**src/rtl/tmr_pkg.sv**
```systemverilog
// Package: shared mode encoding and register addresses for the timer pair.
// Assumes a 3-bit write address and a 4-bit mode nibble per channel.
package tmr_pkg;
    typedef enum logic [1:0] {
        MD_13B    = 2'b00,
        MD_16B    = 2'b01,
        MD_RELOAD = 2'b10,
        MD_SPLIT  = 2'b11
    } tmr_mode_e;

    localparam int NIB_W     = 4;
    localparam int A_LO0     = 0;
    localparam int A_HI0     = 1;
    localparam int A_LO1     = 2;
    localparam int A_HI1     = 3;
    localparam int A_MODE    = 4;
    localparam int A_CTRL    = 5;
    localparam int CB_RUN0   = 0;
    localparam int CB_RUN1   = 1;
    localparam int CB_FLAG0  = 2;
    localparam int CB_FLAG1  = 3;
endpackage

```
**src/rtl/tmr_edge.sv**
```systemverilog
// Module: samples one external count pin on each machine-cycle enable and
// flags a falling edge between the stored sample and the present pin value.
// Assumes the pin is already synchronous to clk.
module tmr_edge (
    input  logic clk,
    input  logic rst_n,
    input  logic mc_en,
    input  logic pin,
    output logic fall
);
    logic samp_q;

    // Hold the last machine-cycle sample of the pin.
    always_ff @(posedge clk) begin
        if (!rst_n)     samp_q <= 1'b0;
        else if (mc_en) samp_q <= pin;
    end

    // A fall is a 1 sample followed by a 0 at the next machine cycle.
    always_comb fall = mc_en & samp_q & ~pin;
endmodule

```
**src/rtl/tmr_chan.sv**
```systemverilog
// Module: next-state count logic for one channel, purely combinational.
// SPLIT_EN selects whether mode 11 splits into two 8-bit counters
// (channel 0) or freezes the channel (channel 1).
// Assumes the caller has already applied run/gate/source qualification.
module tmr_chan
    import tmr_pkg::*;
#(
    parameter int BYTE_W   = 8,
    parameter int PRE_W    = 5,
    parameter bit SPLIT_EN = 1'b1
) (
    input  tmr_mode_e          mode,
    input  logic               tick_lo,
    input  logic               tick_hi,
    input  logic [BYTE_W-1:0]  lo,
    input  logic [BYTE_W-1:0]  hi,
    output logic [BYTE_W-1:0]  lo_nx,
    output logic [BYTE_W-1:0]  hi_nx,
    output logic               wrap_main,
    output logic               wrap_hi
);
    localparam int W13 = BYTE_W + PRE_W;
    localparam int W16 = 2 * BYTE_W;

    logic [W13:0]       sum13;
    logic [W16:0]       sum16;
    logic [BYTE_W:0]    sum_lo;
    logic [BYTE_W:0]    sum_hi;
    logic [BYTE_W-1:0]  s_lo_nx, s_hi_nx;
    logic               s_wrap_main, s_wrap_hi;

    // Incrementers for each count width.
    always_comb begin
        sum13  = {1'b0, hi, lo[PRE_W-1:0]} + (W13+1)'(1);
        sum16  = {1'b0, hi, lo} + (W16+1)'(1);
        sum_lo = {1'b0, lo} + (BYTE_W+1)'(1);
        sum_hi = {1'b0, hi} + (BYTE_W+1)'(1);
    end

    // Split-mode behaviour chosen by SPLIT_EN.
    generate
        if (SPLIT_EN) begin : g_split
            always_comb begin
                s_lo_nx     = tick_lo ? sum_lo[BYTE_W-1:0] : lo;
                s_wrap_main = tick_lo & sum_lo[BYTE_W];
                s_hi_nx     = tick_hi ? sum_hi[BYTE_W-1:0] : hi;
                s_wrap_hi   = tick_hi & sum_hi[BYTE_W];
            end
        end else begin : g_hold
            always_comb begin
                s_lo_nx     = lo;
                s_hi_nx     = hi;
                s_wrap_main = 1'b0;
                s_wrap_hi   = 1'b0;
            end
        end
    endgenerate

    // Mode multiplexer for the next count and rollover events.
    always_comb begin
        lo_nx     = lo;
        hi_nx     = hi;
        wrap_main = 1'b0;
        wrap_hi   = 1'b0;
        unique case (mode)
            MD_13B: if (tick_lo) begin
                lo_nx     = {lo[BYTE_W-1:PRE_W], sum13[PRE_W-1:0]};
                hi_nx     = sum13[W13-1:PRE_W];
                wrap_main = sum13[W13];
            end
            MD_16B: if (tick_lo) begin
                lo_nx     = sum16[BYTE_W-1:0];
                hi_nx     = sum16[W16-1:BYTE_W];
                wrap_main = sum16[W16];
            end
            MD_RELOAD: if (tick_lo) begin
                lo_nx     = sum_lo[BYTE_W] ? hi : sum_lo[BYTE_W-1:0];
                wrap_main = sum_lo[BYTE_W];
            end
            MD_SPLIT: begin
                lo_nx     = s_lo_nx;
                hi_nx     = s_hi_nx;
                wrap_main = s_wrap_main;
                wrap_hi   = s_wrap_hi;
            end
            default: ;
        endcase
    end
endmodule

```
**src/rtl/dual_tmr_ctr.sv**
```systemverilog
// Module: top of the two-channel timer/counter. Holds the count bytes, the
// mode byte, the run bits and the overflow flags, qualifies counting with
// run/gate/source, and applies register writes with priority over counting.
// Assumes mc_en is a single-cycle pulse and all inputs are synchronous.
module dual_tmr_ctr
    import tmr_pkg::*;
#(
    parameter int BYTE_W = 8,
    parameter int PRE_W  = 5,
    parameter int ADDR_W = 3
) (
    input  logic                 clk,
    input  logic                 rst_n,
    input  logic                 mc_en,
    input  logic [1:0]           ext_t,
    input  logic [1:0]           ext_int,
    input  logic                 wr_en,
    input  logic [ADDR_W-1:0]    wr_addr,
    input  logic [BYTE_W-1:0]    wr_data,
    input  logic [1:0]           irq_ack,
    output logic [1:0]           ovf_flag,
    output logic [2*BYTE_W-1:0]  cnt0,
    output logic [2*BYTE_W-1:0]  cnt1
);
    localparam int NCH = 2;

    logic [BYTE_W-1:0]     lo_q [NCH];
    logic [BYTE_W-1:0]     hi_q [NCH];
    logic [BYTE_W-1:0]     lo_nx [NCH];
    logic [BYTE_W-1:0]     hi_nx [NCH];
    logic [NCH*NIB_W-1:0]  mode_q;
    logic [NCH-1:0]        run_q;
    logic [NCH-1:0]        flag_q;
    logic [NCH-1:0]        fall, tick, wrap_main, wrap_hi;
    tmr_mode_e             md [NCH];
    logic [NCH-1:0]        set_ev;
    logic                  wr_mode, wr_ctrl;
    logic [NCH-1:0]        wr_lo, wr_hi;
    logic                  past_ok;

    // Decode of the write strobe per register.
    always_comb begin
        wr_mode = wr_en && (wr_addr == ADDR_W'(A_MODE));
        wr_ctrl = wr_en && (wr_addr == ADDR_W'(A_CTRL));
        wr_lo[0] = wr_en && (wr_addr == ADDR_W'(A_LO0));
        wr_hi[0] = wr_en && (wr_addr == ADDR_W'(A_HI0));
        wr_lo[1] = wr_en && (wr_addr == ADDR_W'(A_LO1));
        wr_hi[1] = wr_en && (wr_addr == ADDR_W'(A_HI1));
    end

    // Per-channel edge detector, enable qualification and count logic.
    generate
        for (genvar c = 0; c < NCH; c++) begin : g_ch
            logic gate_b, src_b;

            tmr_edge u_edge (
                .clk   (clk),
                .rst_n (rst_n),
                .mc_en (mc_en),
                .pin   (ext_t[c]),
                .fall  (fall[c])
            );

            // Mode fields of this channel's nibble.
            always_comb begin
                md[c]  = tmr_mode_e'(mode_q[c*NIB_W +: 2]);
                src_b  = mode_q[c*NIB_W + 2];
                gate_b = mode_q[c*NIB_W + 3];
            end

            // Qualified count tick: run, gate and source select.
            always_comb
                tick[c] = run_q[c] & (~gate_b | ext_int[c]) & (src_b ? fall[c] : mc_en);

            tmr_chan #(
                .BYTE_W   (BYTE_W),
                .PRE_W    (PRE_W),
                .SPLIT_EN (c == 0)
            ) u_chan (
                .mode      (md[c]),
                .tick_lo   (tick[c]),
                .tick_hi   (mc_en & run_q[1]),
                .lo        (lo_q[c]),
                .hi        (hi_q[c]),
                .lo_nx     (lo_nx[c]),
                .hi_nx     (hi_nx[c]),
                .wrap_main (wrap_main[c]),
                .wrap_hi   (wrap_hi[c])
            );

            // Count bytes: a write beats the count update.
            always_ff @(posedge clk) begin
                if (!rst_n) begin
                    lo_q[c] <= '0;
                    hi_q[c] <= '0;
                end else begin
                    lo_q[c] <= wr_lo[c] ? wr_data : lo_nx[c];
                    hi_q[c] <= wr_hi[c] ? wr_data : hi_nx[c];
                end
            end
        end
    endgenerate

    // Flag set sources; channel 0 split mode steals channel 1's flag.
    always_comb begin
        set_ev[0] = wrap_main[0];
        set_ev[1] = (md[0] == MD_SPLIT) ? wrap_hi[0] : wrap_main[1];
    end

    // Mode byte, run bits and sticky overflow flags.
    always_ff @(posedge clk) begin
        if (!rst_n) begin
            mode_q <= '0;
            run_q  <= '0;
            flag_q <= '0;
        end else begin
            if (wr_mode) mode_q <= wr_data[NCH*NIB_W-1:0];
            for (int c = 0; c < NCH; c++) begin
                if (set_ev[c])       flag_q[c] <= 1'b1;
                else if (irq_ack[c]) flag_q[c] <= 1'b0;
            end
            if (wr_ctrl) begin
                run_q  <= {wr_data[CB_RUN1], wr_data[CB_RUN0]};
                flag_q <= {wr_data[CB_FLAG1], wr_data[CB_FLAG0]};
            end
        end
    end

    // Output assembly.
    always_comb begin
        ovf_flag = flag_q;
        cnt0     = {hi_q[0], lo_q[0]};
        cnt1     = {hi_q[1], lo_q[1]};
    end

    // Marks that one full cycle out of reset has passed, for $past checks.
    always_ff @(posedge clk) begin
        if (!rst_n) past_ok <= 1'b0;
        else        past_ok <= 1'b1;
    end

    // prescaler-mode counting leaves the top low-byte bits alone.
    p_upper_hold_r2: assert property (@(posedge clk) disable iff (!rst_n)
        (past_ok && $past(md[0] == MD_13B && !wr_en))
        |-> lo_q[0][BYTE_W-1:PRE_W] == $past(lo_q[0][BYTE_W-1:PRE_W]));

    // gated channel with pin low does not move.
    p_gate_block_r3: assert property (@(posedge clk) disable iff (!rst_n)
        (past_ok && $past(mode_q[3] && !ext_int[0] && md[0] != MD_SPLIT && !wr_en))
        |-> cnt0 == $past(cnt0));

    // reload rollover copies the high byte into the low byte.
    p_reload_r5: assert property (@(posedge clk) disable iff (!rst_n)
        (past_ok && $past(md[0] == MD_RELOAD && set_ev[0] && !wr_en))
        |-> (lo_q[0] == $past(hi_q[0])) && (hi_q[0] == $past(hi_q[0])) && flag_q[0]);

    // channel 1 in split mode is frozen.
    p_ch1_hold_r6: assert property (@(posedge clk) disable iff (!rst_n)
        (past_ok && $past(md[1] == MD_SPLIT && !wr_en)) |-> cnt1 == $past(cnt1));

    // channel 0's high half only moves with mc_en and channel 1's run bit.
    p_split_hi_r7: assert property (@(posedge clk) disable iff (!rst_n)
        (past_ok && $past(md[0] == MD_SPLIT && !wr_en && !(mc_en && run_q[1])))
        |-> hi_q[0] == $past(hi_q[0]));

    // a set flag stays set without acknowledge or control write.
    p_flag_sticky_r9: assert property (@(posedge clk) disable iff (!rst_n)
        (past_ok && $past(flag_q[0] && !irq_ack[0] && !wr_ctrl)) |-> flag_q[0]);
endmodule

```
**config.mk**
```make
export PLATFORM = sky130hd
export DESIGN_NAME = dual_tmr_ctr
export DESIGN_NICKNAME = d
export VERILOG_FILES = /design/src/rtl/tmr_pkg.sv /design/src/rtl/tmr_edge.sv /design/src/rtl/tmr_chan.sv /design/src/rtl/dual_tmr_ctr.sv
export SDC_FILE = /design/constraint.sdc
export NUM_CORES = 1
export LEC_CHECK = 0
export BUFFER_PORTS_ARGS = -buffer_cell sky130_fd_sc_hd__buf_4
export CAP_MARGIN = 0
export CORE_MARGIN = 4
export CORE_UTILIZATION = 63
export CTS_BUF_LIST = sky130_fd_sc_hd__clkbuf_2
export DETAILED_ROUTE_END_ITERATION = 16
export HOLD_SLACK_MARGIN = 0.15
export PLACE_DENSITY = 0.95
export SYNTH_ARGS = -nofsm -noshare
export SYNTH_HDL_FRONTEND = slang
export SYNTH_SLANG_ARGS = --single-unit
```
**constraint.sdc**
```tcl
create_clock -name clk -period 4.7 [get_ports clk]
set_input_delay 0.235 -clock clk [delete_from_list [all_inputs] [get_ports clk]]
set_output_delay 0.235 -clock clk [all_outputs]
set_load 0.02 [all_outputs]
```
==> results.cfg, run 1 <==
[run_status]
outcome = finished, final reports clean

[clock_tree]
clk_path_buf_depth = 2
cts_buffers = 5
cts_setup_buffers = 0
path_clk_slew_ns = 0.29
insertion_delay_ns = 0.47
cts_resized = 0
cts_hold_buf = 15
h-tree-depth = 2
cts_tree = built
cts.root.buffer_cell = clkbuf_2
cts_sinks = 46

[worst_setup_path]
worstPathMaxFanout = 7
setup.worst_path.end_class = flip-flop
r2r_start = lo_q[1][0]
path_class = flip-flop to flip-flop
r2r_cells = 7
critPathBufInv = 1
path_cells = ha_1, and4_1, nand2_1, o2bb2ai_1, nand4_1, a41oi_1, dlygate4sd3_1
critPathArrivalTime_ns = 2.89
cp.required_ns = 5.14
max_stage_delay_ns = 0.60
critPathTopFamily = simple AND/OR/NAND/NOR gates
cp_slowest_cell = dlygate4sd3_1
rrSetupSlack_ns = 2.25
startpoint_type = flip-flop
r2r_end = ovf_flag[1]

[final_layout]
drive_gt1_frac = 0.158
fill_cells = 344
diodes = 0
fin_nets = 507
utilization = 0.793
syn_to_final_growth_pct = 19.4

[detailed_routing]
ant_nets = 0
drcViolationCount = 0
avgRoutedWirePerCell_um = 20.0
drtIter0Drc = 616
via_per_inst = 6.82
firstDrtPassIters = 5
vias = 3701
drt_wl_total_mm = 10.8

[min_path]
hold_class = input port to flip-flop
min_to = ovf_flag[0]
min_from = irq_ack[0]
hold_depth = 4

[power_and_ir_drop]
total_power_mw = 0.788
ir_drop_mv = 0.145
p_leak_nw = 1.43
power_density_nw_per_um2 = 205

[timing]
tightestPinTransition_ns = 0.593
slew_viol_final = 0
min_period_ns = 2.45
setup_viol = 0
rsz0062_at_grt = no
finClkSkew_ns = 0.0190
finalCritPeriodShare = 0.521
final_hold_viol_count = 0
tns_ns = 0
max_freq_mhz = 408
slew_headroom = 0.602

[die]
core_area_um2 = 4850
dieArea_um2 = 6310
ios = 55
die_y_um = 79.5
die_w_um = 79.5
start_util = 0.663
rows = 25

[placement]
io_buffers = 54
dp_hpwl_mm = 7.51
gp_congestion = 1.05

[global_route]
grt_max_degree = 35
antenna_found_initial = 0
grt_pass1_vias = 3386
grtUsageTotal = 0.348
grt_first_pass_wirelength_mm = 17.1
overflow = 0

[yosys]
yosys_warnings = 0
synth-edff-count = 0
seq_area_frac_synth = 0.286
synthesis.nets = 449
ys_async_sr_fraction = 0
avgSynthCellArea_um2 = 7.71
synth-main-ff-cell = dfxtp_1
netlist_area_um2 = 3220
netlist_instances = 417
synth.distinct_cells = 66
ys_ff_latch = 46

[flow_run]
cap_violations = 0
[placed cells by master, fill, tap and decap left out, types with 3 or more instances in the layout]
cell type | Yosys | final
a211o_1 | 3 | 3
a211oi_1 | 12 | 12
a21oi_1 | 36 | 36
a221oi_1 | 6 | 6
a22o_1 | 4 | 4
a31oi_1 | 7 | 7
and2_1 | 5 | 5
and3_1 | 6 | 6
and4_1 | 4 | 4
buf_4 | 1 | 57
clkbuf_2 | 0 | 5
dfxtp_1 | 46 | 46
dlygate4sd3_1 | 0 | 15
ha_1 | 11 | 11
inv_1 | 15 | 15
inv_6 | 0 | 3
mux2i_1 | 8 | 8
nand2_1 | 35 | 35
nand2b_1 | 5 | 5
nand3_1 | 20 | 20
nand4_1 | 7 | 7
nor2_1 | 34 | 34
nor2b_1 | 5 | 5
nor3_1 | 15 | 15
nor4_1 | 5 | 5
o2111ai_1 | 4 | 4
o211ai_1 | 5 | 5
o21a_1 | 4 | 4
o21ai_0 | 30 | 30
o21ai_1 | 3 | 3
o31ai_1 | 4 | 4
xnor2_1 | 14 | 14
xor2_1 | 4 | 4
[Yosys cell counts (5+ instances only)]
library cell | count | area (um2)
clkbuf_1 | 16 | 60.1
ha_1 | 11 | 138
nor4_1 | 5 | 31.3
a21oi_1 | 36 | 180
nor2b_1 | 5 | 31.3
nand3_1 | 20 | 100
nand2b_1 | 5 | 31.3
nand2_1 | 35 | 131
a211oi_1 | 12 | 90.1
nor2_1 | 34 | 128
nand4_1 | 7 | 43.8
and2_1 | 5 | 31.3
a221oi_1 | 6 | 52.6
o211ai_1 | 5 | 37.5
a31oi_1 | 7 | 43.8
o21ai_0 | 30 | 150
mux2i_1 | 8 | 80.1
dfxtp_1 | 46 | 921
and3_1 | 6 | 37.5
xnor2_1 | 14 | 123
nor3_1 | 15 | 75.1
inv_1 | 15 | 56.3
[layer usage]
| layer | share of wire | wire length (um) | vias up | track usage |
|---|---|---|---|---|
| li1 | - | - | 1690 | - |
| met1 | 0.41 | 4490 | 1693 | 0.481 |
| met2 | 0.44 | 4800 | 272 | 0.531 |
| met3 | 0.10 | 1110 | 46 | 0.0429 |
| met4 | 0.041 | 445 | 0 | 0.175 |
| met5 | 0 | 0 | - | 0 |
[worst max path at each step]
stage | from | to | depth (start not counted)
2_1_floorplan | lo_q[0][0] | hi_q[0][7] | 6
3_3_place_gp | mode_q[1] | hi_q[0][7] | 7
3_5_place_dp | mode_q[1] | hi_q[0][7] | 7
4_1_cts | lo_q[1][0] | ovf_flag[1] | 7
5_1_grt | lo_q[1][0] | ovf_flag[1] | 7
6_report | lo_q[1][0] | ovf_flag[1] | 7
[cell type report]
type | count | area, um2 | area share
Clock buffer | 5 | 25.0 | 0.00651
Clock inverter | 3 | 26.3 | 0.00684
Inverter | 16 | 60.1 | 0.0156
Multi-Input combinational cell | 334 | 2150 | 0.559
Sequential cell | 46 | 921 | 0.240
Tap cell | 67 | 83.8 | 0.0218
Timing Repair Buffer | 72 | 578 | 0.150
[power breakdown]
group / leakage [nW] / total [mW] / switching, mW / internal (mW)
Clock: 0.0344 / 0.200 / 0.157 / 0.0434
Combinational: 1.02 / 0.154 / 0.0870 / 0.0672
Sequential: 0.374 / 0.434 / 0.0267 / 0.407
Total: 1.43 / 0.788 / 0.271 / 0.518
[metrics by stage]
stage	area, um2	setup slack, ns	hold WS, ns	cells
after floorplan	3220	2.75	0.372	417
after global placement	3640	2.63	0.468	520
after detailed placement	3640	2.59	0.485	520
after CTS	3840	2.34	0.177	543
after global routing	3840	2.16	0.173	543
final	3840	2.25	0.235	543
[flip-flops by register name (all words and copies together), names as in the netlist]
signal	cells
mode_q	8
run_q	2
lo_q	16
g_ch.u_edge.samp_q	2
ovf_flag	2
hi_q	16
[cell families (layout without fill, tap and decap cells)]
logic type	Yosys count	in the layout	synth area share
adder cells (fa/ha/maj)	11	11	0.0428
buffers and inverters	37	96	0.0459
AO/OA/AOI/OAI	139	139	0.288
multiplexers	9	9	0.0284
AND/OR/NAND/NOR	157	157	0.260
XOR/XNOR	18	18	0.0490
flip-flops	46	46	0.286
[worst register-to-register path, stage by stage (launching register included)]
cell           delay, ns
dfxtp_1             0.47
ha_1                0.25
and4_1              0.35
nand2_1             0.17
o2bb2ai_1           0.19
nand4_1             0.15
a41oi_1             0.26
dlygate4sd3_1       0.60
(Power assumes the default switching activity.)
==> run 2, diff against run 1 <==
--- a/config.mk
+++ b/config.mk
@@ -8,7 +8,7 @@
 export BUFFER_PORTS_ARGS = -buffer_cell sky130_fd_sc_hd__buf_4
 export CAP_MARGIN = 0
 export CORE_MARGIN = 4
-export CORE_UTILIZATION = 63
+export CORE_UTILIZATION = 59
 export CTS_BUF_LIST = sky130_fd_sc_hd__clkbuf_2
 export DETAILED_ROUTE_END_ITERATION = 16
 export HOLD_SLACK_MARGIN = 0.15
==> constraint.sdc (replaced) <==
create_clock -name clk -period 2.47 [get_ports clk]
set_input_delay 0.1235 -clock clk [delete_from_list [all_inputs] [get_ports clk]]
set_output_delay 0.1235 -clock clk [all_outputs]
set_load 0.02 [all_outputs]
==> results.cfg, run 2 (synthesized netlist as in run 1, its figures left out) <==
[detailed_routing]
via_per_inst = 6.74
drtIter0Drc = 567
drcViolationCount = 0
vias = 3712
avgRoutedWirePerCell_um = 19.2
firstDrtPassIters = 5
drt_wl_total_mm = 10.6
ant_nets = 0

[clock_tree]
cts_sinks = 46
insertion_delay_ns = 0.45
path_clk_slew_ns = 0.28
cts_buffers = 5
h-tree-depth = 2
clk_path_buf_depth = 2
cts_tree = built
cts.root.buffer_cell = clkbuf_2
cts_setup_buffers = 0

[die]
die_y_um = 81.8
start_util = 0.618
ios = 55
rows = 26
core_area_um2 = 5200
die_w_um = 81.8
dieArea_um2 = 6700

[worst_setup_path]
path_cells = ha_1, and4_2, nand2_1, o2bb2ai_1, nand4_1, a41oi_1, dlygate4sd3_1
critPathTopFamily = simple AND/OR/NAND/NOR gates
worstPathMaxFanout = 7
critPathArrivalTime_ns = 2.71
critPathBufInv = 1
setup.worst_path.end_class = flip-flop
max_stage_delay_ns = 0.57
cp_slowest_cell = dlygate4sd3_1
startpoint_type = flip-flop
path_class = flip-flop to flip-flop
cp.required_ns = 2.87

[timing]
setup_viol = 0
rsz0062_at_grt = no
max_freq_mhz = 434
tightestPinTransition_ns = 0.616
fin_ws_ns = 0.167
tns_ns = 0
final_hold_viol_count = 0
whs_ns = 0.197
slew_viol_final = 0
slew_headroom = 0.586
min_period_ns = 2.30
finClkSkew_ns = 0.0315
finalCritPeriodShare = 0.932

[final_layout]
fin_nets = 512
diodes = 0
final_common_cell = buf_4
drive_gt1_frac = 0.166
stdcell_count = 551
final_cell_mix = 59 x buf_4, 44 x dfxtp_1, 36 x a21oi_1
reg_top3 = hi_q x16, lo_q x16, mode_q x8
syn_to_final_growth_pct = 20.9

[min_path]
hold_class = input port to flip-flop

[global_route]
grt_pass1_vias = 3329
use_met2 = 0.512
antenna_found_initial = 0
grtUsageTotal = 0.328
grt_first_pass_wirelength_mm = 16.9
gr-usage-met1 = 0.433
overflow = 0
grt_util_met3 = 0.0768
grt_max_degree = 35
top_usage_layer = met2

[placement]
place_inst = 525
io_buffers = 54
dp_hpwl_mm = 7.35
gp_congestion = 0.960
pre_cts_ws_ns = 0.324

[power_and_ir_drop]
ir_drop_mv = 0.383
p_leak_nw = 1.45
total_power_mw = 1.47
power_density_nw_per_um2 = 378

[flow_run]
cap_violations = 0

[run_status]
outcome = finished, final reports clean
## run 2: cell count changes in the layout (fill, tap and decap cells not counted)
cell	previous run	this run
clkinv_2	0	1
and4_2	0	1
buf_4	57	59
and4_1	4	3
dlygate4sd3_1	15	18
inv_6	3	0
dfxtp_1	46	44
dfxtp_2	0	2
clkinv_4	0	1
clkinvlp_4	0	1
## run 2: final timing paths
kind	slack (ns)	end	startpoint	cells after the start
worst max-delay path	0.17	ovf_flag[1]	lo_q[1][1]	7
worst min-delay path	0.20	lo_q[1][2]	wr_addr[1]	3
worst max register to register	0.17	ovf_flag[1]	lo_q[1][1]	7
worst min register to register	0.53	mode_q[7]	mode_q[7]	2
## run 2: timing repair
action	CTS	global route
setup endpoints to repair	0	1
hold endpoints to repair	45	0
hold buffers	18	0
resized for setup	0	3
## run 2: layout make-up
cell class,count,area [um2]
clock buffer,5,25.0
clock inverter,3,21.3
fill,409,1320
inverter,16,60.1
multi-input combinational,334,2150
sequential,46,923
tap,70,87.6
timing repair buffer,77,623
## run 2: through the flow
stage	util	area (um2)
floorplan	-	3220
global placement	0.703	3660
detailed placement	0.703	3660
CTS	0.747	3890
global route	0.747	3890
finish	0.747	3890
## run 2: power by group
| part | internal [mW] | switching [mW] | total (mW) |
|---|---|---|---|
| Sequential | 0.774 | 0.0401 | 0.814 |
| Combinational | 0.133 | 0.174 | 0.307 |
| Clock | 0.0697 | 0.278 | 0.348 |
| Total | 0.977 | 0.492 | 1.47 |
## run 2: worst min-delay path, delay by kind of cell
family	cells	cell delay (ns)
and+or+nand+nor	1	0.26
AOI/OAI and AO/OA	1	0.12
buffers and inverters	1	0.14
## run 2: routing by layer
metal	part of all wire	vias to the layer above
met4	0.039	0
met3	0.11	47
li1	-	1689
met5	0	-
met1	0.40	1705
met2	0.44	271
==> run 3, diff against run 2 <==
--- a/config.mk
+++ b/config.mk
@@ -7,8 +7,10 @@
 export LEC_CHECK = 0
 export BUFFER_PORTS_ARGS = -buffer_cell sky130_fd_sc_hd__buf_4
 export CAP_MARGIN = 0
+export CELL_PAD_IN_SITES_DETAIL_PLACEMENT = 1
+export CELL_PAD_IN_SITES_GLOBAL_PLACEMENT = 1
 export CORE_MARGIN = 4
-export CORE_UTILIZATION = 59
+export CORE_UTILIZATION = 43
 export CTS_BUF_LIST = sky130_fd_sc_hd__clkbuf_2
 export DETAILED_ROUTE_END_ITERATION = 16
 export HOLD_SLACK_MARGIN = 0.15
==> results.cfg, run 3 (synthesized netlist as in run 1, its figures left out) <==
[clock_tree]
cts_sinks = 46
cts.root.buffer_cell = clkbuf_2
cts_tree = built
insertion_delay_ns = 0.46
path_clk_slew_ns = 0.28
clk_path_buf_depth = 2
cts_buffers = 5
cts_setup_buffers = 0
h-tree-depth = 2

[final_layout]
final_common_cell = buf_4
drive_gt1_frac = 0.175
fin_nets = 517
final_cell_mix = 62 x buf_4, 44 x dfxtp_1, 36 x a21oi_1
stdcell_area_um2 = 4010
syn_to_final_growth_pct = 24.5
reg_top3 = hi_q x16, lo_q x16, mode_q x8

[timing]
finClkSkew_ns = 0.0262
max_freq_mhz = 429
slew_viol_final = 0
min_period_ns = 2.33
rsz0062_at_grt = no
slew_headroom = 0.566
setup_viol = 0
finalCritPeriodShare = 0.943
tns_ns = 0
tightestPinTransition_ns = 0.648
final_hold_viol_count = 0

[detailed_routing]
via_per_inst = 6.46
firstDrtPassIters = 5
drcViolationCount = 0
dr_wl_met3_um = 856
ant_nets = 0
avgRoutedWirePerCell_um = 21.3
top_layer_used = met4
drtIter0Drc = 436
met2WireLength_mm = 6.32
vias = 3783
drt_wl_total_mm = 12.5
drt-met1-wl_mm = 4.86

[min_path]
hold_class = input port to flip-flop

[placement]
dpl_cell_area_um2 = 3720
dp_hpwl_mm = 8.58
gp_congestion = 0.885
io_buffers = 54

[worst_setup_path]
path_class = flip-flop to flip-flop
cp.required_ns = 2.88
worstPathMaxFanout = 7
setup.worst_path.end_class = flip-flop
startpoint_type = flip-flop
critPathArrivalTime_ns = 2.73

[die]
ios = 55
rows = 31
dieArea_um2 = 8930
die_y_um = 94.5
core_area_um2 = 7250
die_w_um = 94.5
start_util = 0.444

[global_route]
grt_max_degree = 35
overflow = 0
grt_pass1_vias = 3837
antenna_found_initial = 1
grtUsageTotal = 0.283
grt_first_pass_wirelength_mm = 20.0

[power_and_ir_drop]
p_leak_nw = 1.48
ir_drop_mv = 0.312
power_density_nw_per_um2 = 399

[flow_run]
cap_violations = 0

[run_status]
outcome = finished, final reports clean
## run 3: cell types whose count changed in the layout (fill, tap and decap cells not counted), sizes merged
| cell | before | now |
|---|---|---|
| buf | 59 | 62 |
| bufinv | 0 | 1 |
| clkbuf | 5 | 6 |
| clkinv | 2 | 0 |
| diode | 0 | 1 |
| dlygate4sd3 | 18 | 20 |
## run 3: critical path, cell delays in order (launching register included)
cell and delay [ns]:
dfxtp_4 0.44, ha_1 0.22, and4_4 0.29, nand2_1 0.14, o2bb2ai_1 0.21, nand4_1 0.16, a41oi_1 0.24, dlygate4sd3_1 0.57
## run 3: repair_timing
item                                    in CTS  in global routing
endpoints found under the setup margin       0                  2
gates resized for setup                      0                  6
hold buffers                                20                  0
endpoints found under the hold margin       45                  0
## run 3: power by group
group | internal (mW) | switching, mW
combinational | 0.139 | 0.190
sequential | 0.774 | 0.0391
clock | 0.174 | 0.282
## run 3: cell type report
class | count | area (um2)
clock buffer | 6 | 30.0
clock inverter | 2 | 37.5
timing repair buffer | 82 | 666
tap | 99 | 124
antenna | 1 | 2.50
sequential | 46 | 926
multi-input combinational | 334 | 2160
inverter | 16 | 60.1
fill | 912 | 3250
## run 3: final timing paths
check	end	slack, ns	start	depth (start not counted)
worst min-delay path	lo_q[0][1]	0.19	mc_en	5
worst max-delay path	ovf_flag[1]	0.14	lo_q[1][0]	7
worst min register to register	mode_q[3]	0.53	mode_q[3]	2
worst max register to register	ovf_flag[1]	0.14	lo_q[1][0]	7
## run 3: stage by stage
stage	cells	hold WS [ns]	setup slack, ns	power [mW]	utilization
detailed placement	557	0.388	0.339	1.12	0.514
finish	586	0.193	0.141	1.60	0.552
CTS	585	0.153	0.0918	1.59	0.550
global placement	557	0.367	0.498	1.11	0.514
global route	586	0.195	0.0208	1.66	0.552
floorplan	417	0.261	0.520	0.977	-
## run 3: per-layer routing
layer  vias up  global-route usage
met1      1859               0.357
met3        47              0.0335
met5         -                   0
met2       171               0.487
met4         0               0.114
li1       1706                   -
